<file path="src/rtl/nco_pkg.sv">
package nco_pkg;
    localparam int unsigned DEF_PER_W = 16;
    localparam int unsigned DEF_ACC_W = 32;

    typedef struct packed {
        logic flag;
    } evt_state_t;
endpackage

</file>
<file path="src/rtl/nco_tick.sv">
module nco_tick #(
    parameter int unsigned PER_W = 16
) (
    input  logic             clk,
    input  logic             rst_n,
    input  logic             en_i,
    input  logic [PER_W-1:0] period_i,
    output logic             tick_o
);
    typedef struct packed {
        logic [PER_W-1:0] cnt;
    } tick_state_t;

    tick_state_t st_q, st_d;
    logic [PER_W-1:0] last_cnt;

    always_comb begin
        // a period of 0 is folded onto 1, so the last count is 0 in both cases
        last_cnt = (period_i == '0) ? '0 : period_i - 1'b1;
        tick_o   = en_i && (st_q.cnt >= last_cnt);
        st_d     = st_q;
        if (!en_i) begin
            st_d.cnt = '0;
        end else if (tick_o) begin
            st_d.cnt = '0;
        end else begin
            st_d.cnt = st_q.cnt + 1'b1;
        end
    end

    always_ff @(posedge clk) begin
        if (!rst_n) st_q <= '0;
        else        st_q <= st_d;
    end


    tick_unit_period_chk: assert property (@(posedge clk) disable iff (!rst_n)
        (en_i && period_i <= 1 && st_q.cnt == '0) |-> tick_o);


    tick_restart_chk: assert property (@(posedge clk) disable iff (!rst_n)
        (!en_i) |=> (st_q.cnt == '0));
endmodule

</file>
<file path="src/rtl/nco_accum.sv">
module nco_accum #(
    parameter int unsigned ACC_W = 32
) (
    input  logic             clk,
    input  logic             rst_n,
    input  logic             en_i,
    input  logic             tick_i,
    input  logic [ACC_W-1:0] incr_i,
    output logic [ACC_W-1:0] phase_o,
    output logic             carry_o
);
    typedef struct packed {
        logic [ACC_W-1:0] phase;
    } acc_state_t;

    acc_state_t st_q, st_d;
    logic [ACC_W:0] sum;

    always_comb begin
        sum     = {1'b0, st_q.phase} + {1'b0, incr_i};
        carry_o = en_i && tick_i && sum[ACC_W];
        st_d    = st_q;
        if (!en_i) begin
            st_d.phase = '0;
        end else if (tick_i) begin
            st_d.phase = sum[ACC_W-1:0];
        end
    end

    always_ff @(posedge clk) begin
        if (!rst_n) st_q <= '0;
        else        st_q <= st_d;
    end

    assign phase_o = st_q.phase;


    acc_clear_chk: assert property (@(posedge clk) disable iff (!rst_n)
        (!en_i) |=> (phase_o == '0));


    acc_hold_chk: assert property (@(posedge clk) disable iff (!rst_n)
        (en_i && !tick_i) |=> $stable(phase_o));


    acc_step_chk: assert property (@(posedge clk) disable iff (!rst_n)
        (en_i && tick_i) |=> (phase_o == $past(phase_o) + $past(incr_i)));
endmodule

</file>
<file path="src/rtl/nco_event.sv">
module nco_event
    import nco_pkg::*;
(
    input  logic clk,
    input  logic rst_n,
    input  logic en_i,
    input  logic set_i,
    input  logic ack_i,
    output logic flag_o
);
    evt_state_t st_q, st_d;

    always_comb begin
        st_d = st_q;
        if (!en_i) begin
            st_d.flag = 1'b0;
        end else if (set_i) begin
            st_d.flag = 1'b1;
        end else if (ack_i) begin
            st_d.flag = 1'b0;
        end
    end

    always_ff @(posedge clk) begin
        if (!rst_n) st_q <= '0;
        else        st_q <= st_d;
    end

    assign flag_o = st_q.flag;


    evt_sticky_chk: assert property (@(posedge clk) disable iff (!rst_n)
        (en_i && flag_o && !ack_i) |=> flag_o);


    evt_set_chk: assert property (@(posedge clk) disable iff (!rst_n)
        (en_i && set_i) |=> flag_o);


    evt_clear_chk: assert property (@(posedge clk) disable iff (!rst_n)
        (!en_i) |=> !flag_o);
endmodule

</file>
<file path="src/rtl/nco_clkgen.sv">
module nco_clkgen
    import nco_pkg::*;
#(
    parameter int unsigned PER_W = DEF_PER_W,
    parameter int unsigned ACC_W = DEF_ACC_W
) (
    input  logic             clk,
    input  logic             rst_n,
    input  logic             drive_en_i,
    input  logic [PER_W-1:0] period_i,
    input  logic [ACC_W-1:0] incr_i,
    input  logic             evt_ack_i,
    output logic             clk_pin_o,
    output logic             wrap_evt_o
);
    localparam int unsigned MSB = ACC_W - 1;

    logic             tick;
    logic             carry;
    logic [ACC_W-1:0] phase;

    nco_tick #(.PER_W(PER_W)) u_tick (
        .clk     (clk),
        .rst_n   (rst_n),
        .en_i    (drive_en_i),
        .period_i(period_i),
        .tick_o  (tick)
    );

    nco_accum #(.ACC_W(ACC_W)) u_accum (
        .clk    (clk),
        .rst_n  (rst_n),
        .en_i   (drive_en_i),
        .tick_i (tick),
        .incr_i (incr_i),
        .phase_o(phase),
        .carry_o(carry)
    );

    nco_event u_event (
        .clk   (clk),
        .rst_n (rst_n),
        .en_i  (drive_en_i),
        .set_i (carry),
        .ack_i (evt_ack_i),
        .flag_o(wrap_evt_o)
    );

    assign clk_pin_o = phase[MSB];


    pin_low_when_off_chk: assert property (@(posedge clk) disable iff (!rst_n)
        (!drive_en_i) |=> !clk_pin_o);


    pin_fall_wrap_chk: assert property (@(posedge clk) disable iff (!rst_n)
        (drive_en_i && $past(drive_en_i) && $fell(clk_pin_o)) |-> wrap_evt_o);
endmodule

</file>
<file path="config.mk">
export PLATFORM = sky130hd
export DESIGN_NAME = nco_clkgen
export DESIGN_NICKNAME = d
export VERILOG_FILES = /design/src/rtl/nco_pkg.sv /design/src/rtl/nco_tick.sv /design/src/rtl/nco_accum.sv /design/src/rtl/nco_event.sv /design/src/rtl/nco_clkgen.sv
export SDC_FILE = /design/constraint.sdc
export NUM_CORES = 1
export LEC_CHECK = 0
export BUFFER_PORTS_ARGS = -buffer_cell sky130_fd_sc_hd__buf_2
export CORE_UTILIZATION = 50
export CTS_CLUSTER_SIZE = 10
export DETAILED_ROUTE_END_ITERATION = 12
export PLACE_DENSITY = 0.7
export SYNTH_ARGS = -nofsm -noshare
export SYNTH_HDL_FRONTEND = slang
export SYNTH_SLANG_ARGS = --single-unit
</file>
<file path="constraint.sdc">
create_clock -name clk -period 8.3 [get_ports clk]
set_input_delay 0.415 -clock clk [delete_from_list [all_inputs] [get_ports clk]]
set_output_delay 0.415 -clock clk [all_outputs]
set_load 0.02 [all_outputs]
</file>
==> results of run 1 <==
==> how the worst min path moves through the flow <==
| stage | startpoint | to | slack (ps) | depth (start not counted) |
|---|---|---|---|---|
| global route | evt_ack_i | u_event.flag_o | 470 | 4 |
| global placement | u_accum.phase_o[27] | u_accum.phase_o[27] | 450 | 2 |
| detailed placement | u_accum.phase_o[27] | u_accum.phase_o[27] | 460 | 2 |
| finish | incr_i[0] | u_accum.phase_o[0] | 470 | 4 |
| floorplan | u_tick.st_q[0] | u_tick.st_q[0] | 440 | 1 |
| CTS | evt_ack_i | u_event.flag_o | 450 | 4 |
==> layout make-up <==
class | count | share of cell area [%]
sequential | 49 | 20.6
timing repair buffer | 55 | 5.89
clock inverter | 2 | 0.315
tap | 105 | 2.76
multi-input combinational | 463 | 67.8
inverter | 14 | 1.10
clock buffer | 6 | 1.52
==> sequential cells by signal, indices dropped and copies added, names as in the netlist <==
register         count
u_tick.st_q         16
u_accum.phase_o     32
u_event.flag_o       1
==> cells in the mapped netlist, drive strengths merged (2+ instances only) <==
master,number
nor2,70
nand2,61
ha,51
dfxtp,49
a21oi,38
nand3,29
xnor2,28
o21ai,24
xor2,21
a21o,18
mux2i,18
clkbuf,15
inv,14
buf,10
nand4,9
and3,8
a211oi,7
and2,7
nor3,6
a22o,5
o21a,5
o21bai,5
a31oi,4
nor2b,4
nor4,4
o211ai,4
o221ai,4
a211o,3
a311oi,2
a41oi,2
nand2b,2
o2111a,2
o31ai,2
or2,2
==> power by group <==
part	switching, mW	internal (mW)	total (mW)
registers	0.000634	0.235	0.236
clock network	0.0872	0.0596	0.147
logic	0.0421	0.0298	0.0719
total	0.130	0.325	0.455
==> worst register-to-register path, delay by kind of cell, from the launching register on <==
family                     cells  cell delay [ps]
AOI/OAI and AO/OA              7             1550
adders and majority gates      2              600
buffers and inverters          1               70
DFF                            1              340
and+or+nand+nor                1              250
==> layer usage <==
metal,up-vias,track usage (%),share of wire (%)
li1,2045,-,-
met1,1863,31.0,50
met2,72,38.2,46
met3,11,2.71,3.1
met4,0,5.60,0.99
met5,-,0,0
==> logic make-up after synthesis <==
kind of cell,count (synthesis),synth area share [%]
DFF,49,22.5
xor gates and xnor gates,49,9.83
muxes,19,4.47
and+or+nand+nor,209,22.0
adders and majority gates,52,15.1
AOI/OAI and AO/OA,134,22.5
buffers and inverters,39,3.70
==> results.json, run 1 <==
{
  "flow.area_growth_from_synthesis_pct": 9.12,
  "multiInputGateArea_mm2": 0.00323,
  "slowest_delay_ps": 570,
  "outcome": "completed",
  "nets": 692,
  "crit_cells": 14,
  "cp_top_family": "simple AND/OR/NAND/NOR gates",
  "synth-async-reset-ratio_pct": 0,
  "worst_setup_path_start_kind": "primary input",
  "fill_cells": 812,
  "final-max-slew-violation-count": 0,
  "floorplan.io_pins": 54,
  "crit_top_cell": "a21o_1",
  "worstSetupEndpoint": "u_accum.phase_o[19]",
  "post-cts-setup-buffer-count": 0,
  "setup_viol_count_final": 0,
  "p_leak_nw": 2.12,
  "synth_top_cell_area_share_pct": 22.5,
  "chipHeight_um": 95.4,
  "number_of_levels_in_the_clock_h_tree": 2,
  "detailed_router_iteration_count_before_antenna_repair": 4,
  "yosys_warnings": 0,
  "ir_drop_mv": 0.0599,
  "startpoint": "period_i[5]",
  "worst_flop_to_flop_path_endpoint": "u_accum.phase_o[30]",
  "syn_area_per_cell_um2": 7.92,
  "clk_latency_ps": 310,
  "cts_buffers": 5,
  "syn-instance-count": 551,
  "synth_nets": 655,
  "die_width_um": 95.4,
  "cts.clk_slew.worst_paths_ps": 100,
  "worst_ep_arrival_ps": 4130,
  "placed_cells_incl_taps": 686,
  "globalplace.congestion": 0.885,
  "r2r_cells": 11,
  "insertedDiodeCount": 0,
  "netlist_area_mm2": 0.00436,
  "number_of_flops_mapped_to_enable_cells_by_yosys": 0,
  "post-layout-total-power_mw": 0.455,
  "synth_top_cells_by_area": "dfxtp_1 22%, ha_1 15%, nor2_1 5.9%, xnor2_1 5.6%, nand2_1 5.2%",
  "synth_largest_area_cell": "dfxtp_1",
  "route.vias.total": 3991,
  "finish.instance_area_mm2": 0.00476,
  "layout_min_cycle_time_ps": 3870,
  "worst_pin_slew_ps": 640,
  "fin_tns_setup_ps": 0,
  "drt-vias-per-instance": 5.75,
  "regToRegSetupSlack_ps": 5400,
  "rsz_0062_raised_after_global_routing": "false",
  "path_class": "in2reg",
  "timing.critical_path.slowest_stage_cell": "nor2_1",
  "cts_root_buffer": "clkbuf_8",
  "path_cells": "buf_2 > nor4_1 > nor3b_2 > nand3_1 > nand2_1 > ha_1 > a21o_1 > a21o_1 > a21oi_1 > o221a_2 > o21ai_4 > buf_4 > nor2_1 > a22o_1",
  "post_place_instance_area_mm2": 0.00467,
  "groute.usage.overall_pct": 22.8,
  "netlist-cell-type-count": 60,
  "half_perimeter_wire_length_of_the_detailed_placement_result_mm": 7.38,
  "fin_hold_ws_ps": 470,
  "grt_pass1_wl_mm": 16.7,
  "core-area_mm2": 0.00834,
  "maximum_number_of_pins_on_one_net_before_global_route_repair": 44,
  "final-seq-area_um2": 981,
  "start_util_pct": 52.3,
  "cap_viol_max_count": 0,
  "max_clock_freq_mhz": 258,
  "design.die.area_mm2": 0.00911,
  "dpl_worst_slack_ps": 4110,
  "post_layout_cell_count": 694,
  "numClockSinks": 49,
  "grt_overflow_total": 0,
  "cts_buffer_depth": 2,
  "portBuffers": 53,
  "grt_antenna_before_repair": 0,
  "p_per_area_mw_per_mm2": 95.5,
  "worstPathMaxFanout": 43,
  "cp_num_buf_inv": 2,
  "finalCoreUtilization_pct": 57.1,
  "tritoncts": "yes",
  "final_hold_vio_count": 0,
  "drive_gt1_share_pct": 14.1,
  "layout_commonest_cell": "nor2_1",
  "number_of_remaining_drc_errors": 0,
  "fp-row-count": 33,
  "first_global_vias": 3766,
  "post_cts_resized": 0,
  "synth_sequential_area_ratio_pct": 22.5,
  "ys_ff_latch": 49,
  "drtIter0Drc": 179,
  "reg2reg_from": "u_accum.phase_o[0]",
  "worstSetupEndpointType": "register",
  "finalWorstSetupSlack_ps": 4430,
  "skew_ps": 8.80,
  "ctsHoldBuffers": 0,
  "mostFrequentLayoutCells": "69 x nor2_1, 61 x nand2_1, 53 x buf_2",
  "worstPathRequired_ps": 8560,
  "timing.hold.worst.class": "in2reg",
  "wire_per_inst_um": 13.9,
  "period_share_pct": 46.6,
  "drtAntennaViolNets": 0,
  "postSynth.topFlopCell": "dfxtp_1",
  "slew_headroom_pct": 57.2,
  "drt-total-wl_mm": 9.63
}
No activity file was read; power rests on OpenSTA's default activity.
==> run 2, diff against run 1 <==
- clock period: 8.3 -> 3.85 ns (I/O delays scaled with it)
==> run 2 against run 1 <==
Net effect: wire length grew 1.2%; worst setup slack lost 3900 ps; sequential share of layout area down 0.065 points; sequential power is 120% higher; combinational power up 120%; die area unchanged; cell area grew 0.32%; first-iteration DRC count down 24%; global-route usage down 0.46 points; critical path type unchanged; highest routed layer unchanged.
==> results.json, run 2 (synthesized netlist as in run 1, its figures left out) <==
{
  "worstSetupEndpointType": "register",
  "final-max-slew-violation-count": 0,
  "floorplan.io_pins": 54,
  "chipHeight_um": 95.4,
  "start_util_pct": 52.3,
  "finalWorstSetupSlack_ps": 527,
  "p_leak_nw": 2.13,
  "slew_headroom_pct": 28.1,
  "finish.instance_area_mm2": 0.00478,
  "path_class": "in2reg",
  "number_of_remaining_drc_errors": 0,
  "timing.hold.worst.class": "in2reg",
  "cts.clk_slew.worst_paths_ps": 90,
  "wire_per_inst_um": 14.0,
  "drtAntennaViolNets": 0,
  "insertedDiodeCount": 0,
  "flow.area_growth_from_synthesis_pct": 9.46,
  "power.clock.fraction_pct": 31.9,
  "maximum_number_of_pins_on_one_net_before_global_route_repair": 28,
  "drive_gt1_share_pct": 14.4,
  "clk_latency_ps": 310,
  "drt-total-wl_mm": 9.75,
  "half_perimeter_wire_length_of_the_detailed_placement_result_mm": 7.68,
  "grt_antenna_before_repair": 0,
  "setup_viol_count_final": 0,
  "share_seq_of_total_power_pct": 52.1,
  "cap_viol_max_count": 0,
  "numClockSinks": 49,
  "largest_register_ff_count": 32,
  "groute.usage.overall_pct": 22.3,
  "comb_power_share_pct": 16.0,
  "layout_commonest_cell": "nor2_1",
  "worstPathRequired_ps": 4080,
  "grt_overflow_total": 0,
  "globalplace.congestion": 0.866,
  "number_of_levels_in_the_clock_h_tree": 2,
  "worst_ep_arrival_ps": 3550,
  "detailed_router_iteration_count_before_antenna_repair": 4,
  "route.vias.total": 3912,
  "fin_hold_ws_ps": 226,
  "fill_cells": 815,
  "p_per_area_mw_per_mm2": 204,
  "max_clock_freq_mhz": 301,
  "post_place_instance_area_mm2": 0.00469,
  "ctsHoldBuffers": 0,
  "first_global_vias": 3671,
  "mostFrequentLayoutCells": "69 x nor2_1, 61 x nand2_1, 53 x buf_2",
  "dpl_worst_slack_ps": 233,
  "drtIter0Drc": 136,
  "worst_setup_path_start_kind": "primary input",
  "fp-row-count": 33,
  "post_cts_resized": 0,
  "skew_ps": 7.31,
  "die_width_um": 95.4,
  "rsz_0062_raised_after_global_routing": "false",
  "cts_root_buffer": "clkbuf_8",
  "worst_pin_slew_ps": 1080,
  "final_hold_vio_count": 0,
  "p_switching_mw": 0.276,
  "nets": 694,
  "drt-vias-per-instance": 5.62,
  "internal_power_mw": 0.700,
  "layout_min_cycle_time_ps": 3320,
  "cts_buffers": 5,
  "outcome": "completed",
  "worstPathMaxFanout": 12,
  "portBuffers": 53,
  "period_share_pct": 86.3,
  "netSwitchingFraction_pct": 28.3,
  "post-cts-setup-buffer-count": 0,
  "core-area_mm2": 0.00834,
  "tritoncts": "yes",
  "ir_drop_mv": 0.141,
  "cts_buffer_depth": 2,
  "fin_tns_setup_ps": 0,
  "grt_pass1_wl_mm": 16.3,
  "design.die.area_mm2": 0.00911
}
run 2: changes by cell type in the layout (fill, tap and decap cells not counted), sizes merged:
cell  previous run  this run
buf             55        57
run 2: final timing paths:
kind	start	end	slack, ps	cells after the start
worst max register to register	u_accum.phase_o[0]	u_accum.phase_o[30]	910	11
worst min-delay path	evt_ack_i	u_event.flag_o	230	4
worst min register to register	u_accum.phase_o[27]	u_accum.phase_o[27]	470	2
worst max-delay path	period_i[5]	u_accum.phase_o[31]	530	17
run 2: through the flow:
| stage | util, % | cells | total power [mW] |
|---|---|---|---|
| final | 57.3 | 696 | 0.976 |
| after detailed placement | 56.2 | 688 | 0.676 |
| after global routing | 57.3 | 696 | 1.02 |
| after global placement | 56.2 | 688 | 0.672 |
| after CTS | 57.3 | 696 | 0.990 |
| after floorplan | - | 551 | 0.620 |
run 2: routing by layer:
metal  share of wire [%]  vias up  global-route usage [%]
met1                  49     1791                    29.5
met5                   0        -                       0
met4                0.82        0                    4.48
met2                  47       60                    38.6
met3                 2.6        8                    3.11
li1                    -     2053                       -
run 2: critical path, cell delays in order:
cell and delay, ps:
buf_2 130, nor4_1 410, nor3b_2 370, nand2_1 140, nor2_1 130, xor2_1 160, nand2_1 80, ha_1 320
nand4_1 110, nor2_1 110, o21ai_1 60, o221a_2 250, o21ai_4 350, buf_4 240, nand3_1 80, a311o_1 330
o221ai_1 70
run 2: cell type report:
cell class,instances,area [um2],area share [%]
multi-input cells,463,3230,67.6
flip-flops and latches,49,981,20.5
clock buffers,6,72.6,1.52
inverters,14,52.6,1.10
well taps,105,131,2.75
clock inverters,2,15.0,0.314
repair buffers,57,295,6.18
run 2: power groups by stage:
stage                     clock network, mW  registers (mW)  logic (mW)
after floorplan                           0           0.520      0.0996
final                                 0.311           0.509       0.156
after global routing                  0.341           0.509       0.175
after global placement                    0           0.521       0.151
after detailed placement                  0           0.521       0.155
after CTS                             0.325           0.509       0.156
